### src/rtl/pgood_supervisor.sv
module pgood_supervisor #(
  parameter int unsigned CLK_HZ   = 100_000_000,
  parameter int unsigned FAULT_NS = 7_000,
  parameter int unsigned GOOD_NS  = 20_000
) (
  input  logic clk,
  input  logic rst_n,
  input  logic enable,
  input  logic rail_a_ok,
  input  logic rail_b_ok,
  output logic pgood_pd_n,
  output logic bleed_en
);
  localparam longint unsigned GIGA  = 64'd1_000_000_000;
  localparam longint unsigned F_RAW = (64'(FAULT_NS) * 64'(CLK_HZ) + GIGA - 64'd1) / GIGA;
  localparam longint unsigned G_RAW = (64'(GOOD_NS) * 64'(CLK_HZ) + GIGA - 64'd1) / GIGA;
  localparam int unsigned FAULT_CYC = (F_RAW == 0) ? 1 : int'(F_RAW);
  localparam int unsigned GOOD_CYC  = (G_RAW == 0) ? 1 : int'(G_RAW);
  localparam int unsigned MAX_CYC   = (GOOD_CYC > FAULT_CYC) ? GOOD_CYC : FAULT_CYC;
  localparam int unsigned CW        = $clog2(MAX_CYC + 1);
  localparam logic [CW-1:0] FAULT_LAST = CW'(FAULT_CYC - 1);
  localparam logic [CW-1:0] GOOD_LAST  = CW'(GOOD_CYC - 1);

  logic          good_q;
  logic [CW-1:0] good_cnt;
  logic [CW-1:0] flt_cnt;
  logic          both_ok;

  assign both_ok    = rail_a_ok & rail_b_ok;
  assign pgood_pd_n = good_q & enable;
  assign bleed_en   = ~enable;

  always_ff @(posedge clk or negedge rst_n) begin
    if (!rst_n) begin
      good_q   <= 1'b0;
      good_cnt <= '0;
      flt_cnt  <= '0;
    end else if (!enable) begin
      good_q   <= 1'b0;
      good_cnt <= '0;
      flt_cnt  <= '0;
    end else if (!good_q) begin
      flt_cnt <= '0;
      if (!both_ok) begin
        good_cnt <= '0;
      end else if (good_cnt == GOOD_LAST) begin
        good_cnt <= '0;
        good_q   <= 1'b1;
      end else begin
        good_cnt <= good_cnt + 1'b1;
      end
    end else begin
      good_cnt <= '0;
      if (both_ok) begin
        flt_cnt <= '0;
      end else if (flt_cnt == FAULT_LAST) begin
        flt_cnt <= '0;
        good_q  <= 1'b0;
      end else begin
        flt_cnt <= flt_cnt + 1'b1;
      end
    end
  end


  one_rail_never_chk: assert property (@(posedge clk) disable iff (!rst_n)
    (!good_q && !both_ok) |=> !good_q);


  fault_filter_chk: assert property (@(posedge clk) disable iff (!rst_n)
    (enable && good_q && flt_cnt < FAULT_LAST) |=> good_q);


  good_delay_chk: assert property (@(posedge clk) disable iff (!rst_n)
    (!good_q && good_cnt < GOOD_LAST) |=> !good_q);


  disable_clears_chk: assert property (@(posedge clk) disable iff (!rst_n)
    !enable |=> (!good_q && good_cnt == '0 && flt_cnt == '0));


  restart_chk: assert property (@(posedge clk) disable iff (!rst_n)
    (!both_ok && !good_q) |=> good_cnt == '0);


  no_overflow_chk: assert property (@(posedge clk) disable iff (!rst_n)
    (good_cnt <= GOOD_LAST && flt_cnt <= FAULT_LAST));
endmodule

### config.mk
export PLATFORM = sky130hd
export DESIGN_NAME = pgood_supervisor
export DESIGN_NICKNAME = d
export VERILOG_FILES = /design/src/rtl/pgood_supervisor.sv
export SDC_FILE = /design/constraint.sdc
export NUM_CORES = 1
export LEC_CHECK = 0
export ABC_AREA = 1
export BUFFER_PORTS_ARGS = -buffer_cell sky130_fd_sc_hd__buf_2
export CAP_MARGIN = 10
export CORE_MARGIN = 10
export CORE_UTILIZATION = 50
export CTS_BUF_LIST = sky130_fd_sc_hd__clkbuf_16
export DETAILED_ROUTE_END_ITERATION = 10
export PLACE_DENSITY = 0.75
export SETUP_SLACK_MARGIN = 0.3
export SKIP_LAST_GASP = 1
export SLEW_MARGIN = 20
export SYNTH_ARGS = -nofsm -noshare
export SYNTH_HDL_FRONTEND = slang
export SYNTH_SLANG_ARGS = --single-unit
export TNS_END_PERCENT = 5
### constraint.sdc
create_clock -name clk -period 2.36 [get_ports clk]
set_input_delay 0.354 -clock clk [delete_from_list [all_inputs] [get_ports clk]]
set_output_delay 0.354 -clock clk [all_outputs]
set_load 0.01 [all_outputs]
* Word-level counts from Yosys, hierarchy flattened
Index checks and enable logic that the tools add are counted.
Widths: inputs -> output; s select.
** Word-level totals
- Register bits :: 23
- Word-level logic and storage cells :: 24
** Operators by class
- Equal/unequal tests :: 2
- Muxes and demuxes :: 14
- Add/subtract/negate cells :: 2
- Bitwise operators :: 3
** Operators with widths (count)
- $mux 11 :: 8
- $add 11x1->11 const B :: 2
- $eq 11x10->1 const B :: 1
- $eq 11x11->1 const B :: 1
- $mux 1 :: 6
- $and 1x1->1 :: 2
- $not 1->1 :: 1

* Longest topological paths before layout
- Depth after elaboration :: 5
- Mapped depth :: 7
- Depth with buffers taken out :: 7

* Least setup slack after synthesis
Ideal clock, no wire load.
- Kind :: flip-flop to flip-flop
- From :: register good_cnt[0]
- To :: register good_cnt[4]
- Arrival :: 1.200 ns
- Cell stages (with the launch flop) :: 7
- Library setup time :: 0.080 ns
- Path buffers :: 0
- Slack :: 1.080 ns
- Cell sequence :: dfrtp_1 > ha_1 > nand3_2 > clkinv_1 > nand3_4 > nand2_4 > nor3_2
** On the way
- Cells in the longest elaborated chain, start to end :: 5
- Elaborated cells on any way between the ends :: 6
** RTL lines
- start: declaration :: RTL line 25 : logic [CW-1:0] good_cnt;
- start signal: assignment :: RTL line 50 : good_cnt <= good_cnt + 1'b1;
- $add 11x1->11 or $eq 11x11->1 (tied branches) :: RTL line 50, 46
- $mux 11 * :: RTL line 46 : end else if (good_cnt == GOOD_LAST) begin
- $mux 11 * :: RTL line 44 : if (!both_ok) begin
- $mux 11 * :: RTL line 42 : end else if (!good_q) begin
- $mux 11 * :: RTL line 38 : end else if (!enable) begin
Every way passes the cells marked *; elsewhere a longest branch is shown, timed or not.

* Worst setup path in the final report
- From :: register good_cnt[0]
- To :: register good_cnt[0]
The elaborated chain is that of the path after synthesis.

==> impl_metrics.ini <==
[worst_setup_path]
path_class = flip-flop to flip-flop
cp.required_ns = 2.50
cp.arrival_ns = 1.58
start_kind = flip-flop
slowest_delay_ns = 0.46
crit_family = flip-flops
path_max_fanout = 8
critPathBufInv = 1
cp-end-kind = flip-flop
critical_path.cell_chain = ha_1 > nand3_2 > clkinv_1 > nand3_4 > nand2_4 > nor2_1
worst_path_max_delay_cell = dfrtp_1

[power]
p_per_area_nw_per_um2 = 544.6
ir_drop_mv = 0.6207
leakage_nw = 0.5738

[sta]
fin_tns_setup_ns = 0
grt_setup_unrepaired = false
setup_ws_ns = 0.9210
worst_hold_slack_ns = 0.05720
final_max_slew_viol_count = 0
fin_skew_ns = 0.007885
fin_crit_sh_pct = 60.97
max-slew-margin-rel_pct = 66.93
timing_worst_slew_pin_value_ns = 0.4960
hold_viol = 0
setup_viol = 0
max_freq_mhz = 694.9
period_minus_slack_ns = 1.439

[route]
routed_wl_mm = 2.362
antenna_left = 0
num_vias = 1008
via_per_inst = 5.277
drt_iter0_markers = 74
drtPass1Iterations = 4
wire_per_inst_um = 12.37
drc = 0

[synth]
syn-cell-area_um2 = 1289
synth_seq_cells = 23
syn_nets = 159
netlist_instances = 152
syn_area_per_cell_um2 = 8.479
synth.distinct_cells = 23
ys_warn_count = 0
ys_seq_area_share_pct = 44.66

[final_layout]
drive_above_1_share_pct = 19.88
final_area_um2 = 1431
antenna_cells = 0
synthToLayoutAreaGrowth_pct = 11.07
nets = 169
fillers = 231

[clock_network]
cts_sinks = 23
cts-root-buf = clkbuf_16
path_clk_slew_ns = 0.06
post-cts-setup-buffers = 0
numCtsBuffers = 3
ctsHoldBuffers = 0
h-tree-depth = 1
ctsLongestPathBuffers = 2
clk-insertion-delay-late_ns = 0.26
cts_resized = 0
tritoncts = yes

[floorplanning]
initial_core_util_pct = 52.02
row_count = 18
core_area_um2 = 2477
die_h_um = 70.77
die_area_um2 = 5008
die_w_um = 70.77
pin_count = 7

[global_route]
track_usage_pct = 10.61
grt_pass1_wl_mm = 4.581
grt_max_degree = 24
antenna_found_initial = 0
grt_pass1_vias = 1098
grt_overflow = 0

[place]
detailed_place_hpwl_mm = 1.842
port_buffers = 6
dpl_cell_area_um2 = 1351
gp_congestion = 0.8356
dp_worst_setup_slack_ns = 0.9149

[min_path]
hp-class = primary input to async pin

[run]
drv_cap = 0

[status]
outcome = finished clean
-- cells in the mapped netlist --
cell type | number | area [um2]
a21oi_2 | 1 | 8.760
nand4_1 | 4 | 25.02
nor2_2 | 4 | 25.02
inv_1 | 17 | 63.81
nor2_4 | 3 | 33.78
buf_2 | 1 | 5.000
a21oi_1 | 4 | 20.02
nor3_4 | 1 | 16.27
ha_1 | 2 | 25.02
nand2_2 | 2 | 12.51
nand3_2 | 5 | 50.05
nand2_4 | 1 | 11.26
nor2_1 | 24 | 90.09
dfrtp_1 | 23 | 575.6
clkinv_1 | 1 | 3.750
a31oi_1 | 3 | 18.77
nor3_2 | 4 | 40.04
nand3_1 | 14 | 70.07
xnor2_1 | 3 | 26.28
nand2_1 | 28 | 105.1
nor3_1 | 2 | 10.01
nand3_4 | 1 | 17.52
xor2_1 | 4 | 35.03
-- per-layer routing --
metal | track usage (%) | vias to the layer above | part of all wire (%)
met5 | 0 | - | 0
met4 | 3.656 | 0 | 1.1
met3 | 3.208 | 4 | 3.4
met2 | 19.49 | 12 | 55
met1 | 11.11 | 485 | 40
li1 | - | 507 | -
-- layout make-up --
| cell class | instances | area, um2 | area share (%) |
|---|---|---|---|
| clock buffer | 3 | 75.07 | 5.245 |
| clock inverter | 1 | 5.005 | 0.3497 |
| inverter | 18 | 67.56 | 4.720 |
| multi-input combinational | 110 | 640.6 | 44.76 |
| sequential | 23 | 575.6 | 40.21 |
| tap | 30 | 37.54 | 2.622 |
| timing repair buffer | 6 | 30.03 | 2.098 |
-- sequential cells by signal, indices dropped and copies added, names as in the netlist --
| name | count |
|---|---|
| flt_cnt | 11 |
| good_cnt | 11 |
| good_q | 1 |
-- placed cells by master (no fill, tap or decap), types with 4 or more instances in the layout --
master,count
nand3_1,14
inv_1,17
nor2_1,24
dfrtp_1,23
nor3_2,4
nor2_2,4
xor2_1,4
nand3_2,5
nand4_1,4
nand2_1,28
buf_2,6
a21oi_1,4
-- power breakdown --
| part | switching (W) | total [W] | internal, W |
|---|---|---|---|
| combinational | 0.0000159 | 0.0000218 | 0.00000592 |
| sequential | 0.00000151 | 0.000397 | 0.000395 |
| clock | 0.000134 | 0.000361 | 0.000228 |
-- cell families (layout without fill, tap and decap cells) --
family | Yosys count | count (layout) | share of synthesized area [%]
simple gates | 93 | 93 | 39.32
flops | 23 | 23 | 44.66
fa+ha+maj | 2 | 2 | 1.941
compound gates | 8 | 8 | 3.690
xor+xnor | 7 | 7 | 4.757
buf+inv | 19 | 28 | 5.630
-- final timing paths --
path	start	end	slack [ns]	cells after the start
max	good_cnt[0]	good_cnt[0]	0.92	6
min	rst_n	good_cnt[5]	0.06	1
max in group asynchronous	rst_n	flt_cnt[0]	1.96	1
max reg2reg	good_cnt[0]	good_cnt[0]	0.92	6
min reg2reg	flt_cnt[0]	flt_cnt[0]	0.49	1
min in group clk	rail_b_ok	flt_cnt[9]	0.44	4
-- metrics by stage --
stage	cells	util, %	total power (W)
2_1_floorplan	152	-	0.0004122
3_3_place_gp	187	54.55	0.0004260
3_5_place_dp	187	54.55	0.0004266
4_1_cts	191	57.78	0.0007901
5_1_grt	191	57.78	0.0008078
6_report	191	57.78	0.0007795
No activity file was read; power rests on OpenSTA's default activity.
